## config.mk

```make
export PLATFORM = sky130hd
export DESIGN_NAME = oepi_link_codec
export DESIGN_NICKNAME = d
export VERILOG_FILES = /design/src/rtl/oepi_pkg.sv /design/src/rtl/oepi_link_cost.sv /design/src/rtl/oepi_encoder.sv /design/src/rtl/oepi_decoder.sv /design/src/rtl/oepi_link_codec.sv
export SDC_FILE = /design/constraint.sdc
export NUM_CORES = 1
export LEC_CHECK = 0
export ABC_AREA = 0
export BUFFER_PORTS_ARGS = -buffer_cell sky130_fd_sc_hd__buf_2
export CORE_ASPECT_RATIO = 0.9
export CORE_MARGIN = 2
export CORE_UTILIZATION = 30
export CTS_BUF_LIST = sky130_fd_sc_hd__clkbuf_16
export CTS_CLUSTER_DIAMETER = 50
export DETAILED_ROUTE_END_ITERATION = 10
export GPL_ROUTABILITY_DRIVEN = 0
export PLACE_DENSITY = 0.49
export SYNTH_ARGS = -nofsm -noshare
export SYNTH_HDL_FRONTEND = slang
export SYNTH_SLANG_ARGS = --single-unit
```

## constraint.sdc

```tcl
create_clock -name clk -period 41.3 [get_ports clk]
set_input_delay 6.195 -clock clk [delete_from_list [all_inputs] [get_ports clk]]
set_output_delay 6.195 -clock clk [all_outputs]
set_load 0.03 [all_outputs]
```

## src/rtl/oepi_pkg.sv

```systemverilog
// Shared constants and helpers for the partial-inversion flit codec.
// Assumes payload widths of at most 64 bits.
package oepi_pkg;
    typedef enum logic [1:0] {
        MODE_RAW  = 2'b00,
        MODE_ODD  = 2'b01,
        MODE_EVEN = 2'b10,
        MODE_FULL = 2'b11
    } inv_mode_e;

    localparam logic [63:0] ODD_LANES  = {32{2'b10}};
    localparam logic [63:0] EVEN_LANES = {32{2'b01}};

    // Returns the 64-bit inversion mask selected by a mode code.
    function automatic logic [63:0] mode_mask(input logic [1:0] mode);
        logic [63:0] m;
        m = '0;
        if (mode[0]) m = m | ODD_LANES;
        if (mode[1]) m = m | EVEN_LANES;
        return m;
    endfunction
endpackage

```

## src/rtl/oepi_link_cost.sv

```systemverilog
// Scores a candidate link word against the word on the link.
// Self term: toggled lines. Coupling term per adjacent pair: 1 for a lone
// toggle, 2 for opposite toggles, weighted by CPL_WEIGHT. Purely combinational.
module oepi_link_cost #(
    parameter int LINK_W     = 18,
    parameter int CPL_WEIGHT = 1,
    parameter int COST_W     = 8
) (
    input  logic [LINK_W-1:0] cand,
    input  logic [LINK_W-1:0] prev,
    output logic [COST_W-1:0] cost
);
    logic [LINK_W-1:0] tog;
    logic [COST_W-1:0] self_sum;
    logic [COST_W-1:0] cpl_sum;

    // Sum self and coupling transitions over all lines and pairs.
    always_comb begin
        tog      = cand ^ prev;
        self_sum = '0;
        cpl_sum  = '0;
        for (int i = 0; i < LINK_W; i++)
            self_sum = self_sum + COST_W'(tog[i]);
        for (int i = 0; i < LINK_W - 1; i++) begin
            if (tog[i] && tog[i+1] && (cand[i] != cand[i+1]))
                cpl_sum = cpl_sum + COST_W'(2);
            else if (tog[i] != tog[i+1])
                cpl_sum = cpl_sum + COST_W'(1);
        end
        cost = self_sum + COST_W'(CPL_WEIGHT) * cpl_sum;
    end
endmodule

```

## src/rtl/oepi_encoder.sv

```systemverilog
// Encoder stage: builds four inversion candidates, picks the cheapest
// against the held link word (ties to the lower mode) and registers it.
// Assumes DATA_W <= 64. Holds its output while out_ready is low.
module oepi_encoder #(
    parameter int DATA_W     = 16,
    parameter int CPL_WEIGHT = 1
) (
    input  logic              clk,
    input  logic              rst_n,
    input  logic              in_valid,
    output logic              in_ready,
    input  logic [DATA_W-1:0] in_data,
    output logic              out_valid,
    input  logic              out_ready,
    output logic [DATA_W-1:0] out_data,
    output logic [1:0]        out_mode
);
    import oepi_pkg::*;

    localparam int LINK_W = DATA_W + 2;
    localparam int COST_W = $clog2((3 * LINK_W) * (CPL_WEIGHT + 1) + 1) + 1;
    localparam int NCAND  = 4;

    logic [LINK_W-1:0] prev_word;
    logic [LINK_W-1:0] cand  [NCAND];
    logic [COST_W-1:0] costs [NCAND];
    logic [1:0]        best_mode;
    logic [COST_W-1:0] best_cost;
    logic              accept;

    assign prev_word = {out_mode, out_data};
    assign in_ready  = !out_valid || out_ready;
    assign accept    = in_valid && in_ready;

    for (genvar m = 0; m < NCAND; m++) begin : g_cand
        assign cand[m] = {2'(m), in_data ^ mode_mask(2'(m))[DATA_W-1:0]};
        oepi_link_cost #(
            .LINK_W(LINK_W), .CPL_WEIGHT(CPL_WEIGHT), .COST_W(COST_W)
        ) cost_i (
            .cand(cand[m]), .prev(prev_word), .cost(costs[m])
        );
    end

    // Pick the cheapest candidate; strict compare keeps the lower mode on ties.
    always_comb begin
        best_mode = 2'd0;
        best_cost = costs[0];
        for (int m = 1; m < NCAND; m++) begin
            if (costs[m] < best_cost) begin
                best_mode = 2'(m);
                best_cost = costs[m];
            end
        end
    end

    // Register the selected word; drop valid once drained.
    always_ff @(posedge clk) begin
        if (!rst_n) begin
            out_valid <= 1'b0;
            out_data  <= '0;
            out_mode  <= 2'b00;
        end else if (accept) begin
            out_valid <= 1'b1;
            out_data  <= cand[best_mode][DATA_W-1:0];
            out_mode  <= best_mode;
        end else if (out_ready) begin
            out_valid <= 1'b0;
        end
    end

    p_min_cost_r4: assert property (@(posedge clk) disable iff (!rst_n)
        accept |-> (best_cost <= costs[0]) && (best_cost <= costs[1])
                && (best_cost <= costs[2]) && (best_cost <= costs[3]));
    p_hold_enc_r7: assert property (@(posedge clk) disable iff (!rst_n)
        out_valid && !out_ready |=> out_valid && $stable(out_data) && $stable(out_mode));
    p_accept_enc_r8: assert property (@(posedge clk) disable iff (!rst_n)
        accept |=> out_valid);
    p_payload_r2: assert property (@(posedge clk) disable iff (!rst_n)
        accept |=> (out_data ^ mode_mask(out_mode)[DATA_W-1:0]) == $past(in_data));
    p_reset_enc_r9: assert property (@(posedge clk)
        !rst_n |=> !out_valid && out_data == '0 && out_mode == 2'b00);
endmodule

```

## src/rtl/oepi_decoder.sv

```systemverilog
// Decoder stage: XORs the received payload with the mask chosen by the
// mode lines and registers the result. Holds its output while out_ready is low.
module oepi_decoder #(
    parameter int DATA_W = 16
) (
    input  logic              clk,
    input  logic              rst_n,
    input  logic              in_valid,
    output logic              in_ready,
    input  logic [DATA_W-1:0] in_data,
    input  logic [1:0]        in_mode,
    output logic              out_valid,
    input  logic              out_ready,
    output logic [DATA_W-1:0] out_data
);
    import oepi_pkg::*;

    logic accept;

    assign in_ready = !out_valid || out_ready;
    assign accept   = in_valid && in_ready;

    // Register the restored payload; drop valid once drained.
    always_ff @(posedge clk) begin
        if (!rst_n) begin
            out_valid <= 1'b0;
            out_data  <= '0;
        end else if (accept) begin
            out_valid <= 1'b1;
            out_data  <= in_data ^ mode_mask(in_mode)[DATA_W-1:0];
        end else if (out_ready) begin
            out_valid <= 1'b0;
        end
    end

    p_hold_dec_r7: assert property (@(posedge clk) disable iff (!rst_n)
        out_valid && !out_ready |=> out_valid && $stable(out_data));
    p_accept_dec_r8: assert property (@(posedge clk) disable iff (!rst_n)
        accept |=> out_valid);
    p_reset_dec_r9: assert property (@(posedge clk)
        !rst_n |=> !out_valid);
endmodule

```

## src/rtl/oepi_link_codec.sv

```systemverilog
// Top: encoder half for the sending network interface and decoder half
// for the receiving one. The halves share only clock and reset.
module oepi_link_codec #(
    parameter int DATA_W     = 16,
    parameter int CPL_WEIGHT = 1
) (
    input  logic              clk,
    input  logic              rst_n,
    input  logic              tx_valid,
    output logic              tx_ready,
    input  logic [DATA_W-1:0] tx_data,
    output logic              link_valid,
    input  logic              link_ready,
    output logic [DATA_W-1:0] link_data,
    output logic [1:0]        link_mode,
    input  logic              lrx_valid,
    output logic              lrx_ready,
    input  logic [DATA_W-1:0] lrx_data,
    input  logic [1:0]        lrx_mode,
    output logic              rx_valid,
    input  logic              rx_ready,
    output logic [DATA_W-1:0] rx_data
);
    oepi_encoder #(.DATA_W(DATA_W), .CPL_WEIGHT(CPL_WEIGHT)) enc_i (
        .clk(clk), .rst_n(rst_n),
        .in_valid(tx_valid), .in_ready(tx_ready), .in_data(tx_data),
        .out_valid(link_valid), .out_ready(link_ready),
        .out_data(link_data), .out_mode(link_mode)
    );

    oepi_decoder #(.DATA_W(DATA_W)) dec_i (
        .clk(clk), .rst_n(rst_n),
        .in_valid(lrx_valid), .in_ready(lrx_ready),
        .in_data(lrx_data), .in_mode(lrx_mode),
        .out_valid(rx_valid), .out_ready(rx_ready), .out_data(rx_data)
    );
endmodule

```

==> reports/qor.yml <==
detailed_routing:
  drt_iter0_markers: 1460
  via_count: 19170
  final_antenna_net_count: 0
  drc: 0
  vias_per_cell: 5.405
  wirelength_um: 60320
  avgRoutedWirePerCell_um: 17.01
  first_pass_iters: 8
global_routing:
  overflow: 0
  antenna_found_initial: 2
  grt_max_degree: 33
  first_global_vias: 18040
  grt_use_total_pct: 17.59
  grt_pass1_wl_um: 95930
timing:
  max_freq_mhz: 33.35
  setup_viol: 0
  skew_ps: 5.360
  hold_viol: 0
  grt_setup_unrepaired: "no"
  worst_slew_pin_slew_ps: 1163
  timing.final.ws_setup_ps: 11320
  post-route-period-util_pct: 72.60
  period_minus_slack_ps: 29980
  report.final.slew_viol_count: 0
  slew_headroom_pct: 22.21
  tns_ps: 0
  timing.hold.ws_ps: 500.3
yosys:
  netlist_area_um2: 19330
  postSynthCellCount: 2663
  synth-edff-count: 0
  yosys_warnings: 0
  ys_types: 130
  ys_ff_latch: 36
  yosysSeqAreaShare_pct: 3.728
  syn_nets: 2991
  synth_ff_type: "dfxtp_1"
  synth.avg_cell_area_um2: 7.260
  synth-async-reset-ratio_pct: 0
place:
  place_ws_ps: 11250
  portBuffers: 77
  hpwl_um: 51120
  dp.cells: 3538
setup_path:
  cp_slowest_cell: "nor4b_1"
  ff2ff_setup_slack_ps: 17010
  required_ps: 41460
  worst_setup_path_end_kind: "flip-flop"
  start_kind: "input pin"
  crit_type: "in -> reg"
  arrival_ps: 30150
  cpPeakStageDelay_ps: 790
  critPathMaxFanout: 14
  cp_common_cell: "ha_1"
cts:
  numCtsBuffers: 5
  clk_pin_slew_worst_paths_ps: 60
  cts_tree: "done"
  cts.sinks: 36
  clk_latency_ps: 300
  cts_hold_buffers: 0
  postCtsSetupBuffers: 0
  cts_buffer_depth: 2
  h-tree-depth: 2
  root_buffer: "clkbuf_16"
  cts_resized: 0
finish:
  antenna-diode-count: 0
  area_growth_pct: 7.372
  layout_commonest_cell: "nand2_1"
  drive_gt1_share_pct: 7.841
  final_cell_mix: "nand2_1, ha_1, xnor2_1, nor2_1, a21oi_1"
  fill_cells: 6826
  final_cells: 3546
  nNetsFinal: 3018
floorplanning:
  rows: 88
  fp.dieArea_um2: 66490
  dieHeight_um: 244.8
  io_pins: 78
  die_w_um: 271.6
  core_area_um2: 63970
  start_util_pct: 30.22
min_path:
  hp-class: "reg -> reg"
flow_run:
  cap_violations: 0
outcome:
  outcome: "completed"
==> worst paths after layout <==
check / end / cells after the start / start
setup reg to reg: enc_i.out_data[12] / 105 / enc_i.out_data[2]
hold reg to reg: dec_i.out_data[4] / 2 / dec_i.out_data[4]
setup / recovery: enc_i.out_data[12] / 106 / tx_data[2]
hold / removal: dec_i.out_data[4] / 2 / dec_i.out_data[4]
==> worst max-delay path: cells and delay by family <==
family,cells,cell delay [ps]
AO/OA/AOI/OAI,40,9340
XOR/XNOR,2,960
adder cells (fa/ha/maj),23,7470
buffers and inverters,5,770
multiplexers,4,800
AND/OR/NAND/NOR,32,4590
==> sequential cells by signal (all words and copies together) (netlist names) <==
| name | count |
|---|---|
| dec_i.out_data | 16 |
| dec_i.out_valid | 1 |
| enc_i.out_data | 16 |
| enc_i.out_mode | 2 |
| enc_i.out_valid | 1 |
==> Yosys cell counts (22+ instances only) <==
master / count / area, um2
xnor2_1: 216 / 1892
o211ai_1: 37 / 277.8
xor2_1: 92 / 805.8
mux2i_1: 43 / 430.4
nor2b_1: 30 / 187.7
clkbuf_1: 52 / 195.2
fa_1: 46 / 920.9
and2_1: 61 / 381.6
nor3b_1: 22 / 165.2
dfxtp_1: 36 / 720.7
and3_1: 23 / 143.9
ha_1: 242 / 3028
a21oi_1: 179 / 895.9
nor2_1: 192 / 720.7
a211oi_1: 56 / 420.4
nor3_1: 41 / 205.2
o21ai_0: 83 / 415.4
a31oi_1: 37 / 231.5
nand2_1: 410 / 1539
o21a_1: 26 / 195.2
a211o_1: 22 / 192.7
nand2b_1: 32 / 200.2
a21o_1: 36 / 270.3
inv_1: 150 / 563.0
nand3_1: 62 / 310.3
==> stage by stage <==
stage | util [%] | instance area, um2
finish | 32.45 | 20760
global route | 32.45 | 20760
CTS | 32.45 | 20760
detailed placement | 32.19 | 20590
global placement | 32.19 | 20590
floorplan | - | 19330
==> layer usage <==
metal	part of all wire [%]	global-route usage, %
met1	50	25.06
met2	44	28.86
met3	4.3	1.634
met4	1.8	3.248
met5	0.030	0
==> cells by family (layout without fill, tap and decap cells) <==
group | after synthesis | after routing | share of synthesized area (%)
AOI/OAI and AO/OA | 689 | 689 | 25.02
adders and majority gates | 295 | 295 | 20.79
muxes | 60 | 60 | 3.262
buffers and inverters | 228 | 256 | 4.673
xor gates and xnor gates | 330 | 330 | 16.23
DFF | 36 | 36 | 3.728
and+or+nand+nor | 1025 | 1025 | 26.30
==> cell type report <==
class	instances	area [um2]	area share [%]
Timing Repair Buffer	93	505.5	2.435
Inverter	155	581.8	2.803
Clock inverter	3	38.79	0.1869
Clock buffer	5	125.1	0.6028
Tap cell	855	1070	5.154
Multi-Input combinational cell	2399	17720	85.35
Sequential cell	36	720.7	3.472
Power is left out: the tool's default activity adds up to more than one toggle a clock period on the data nets, which glitch-free logic cannot reach.
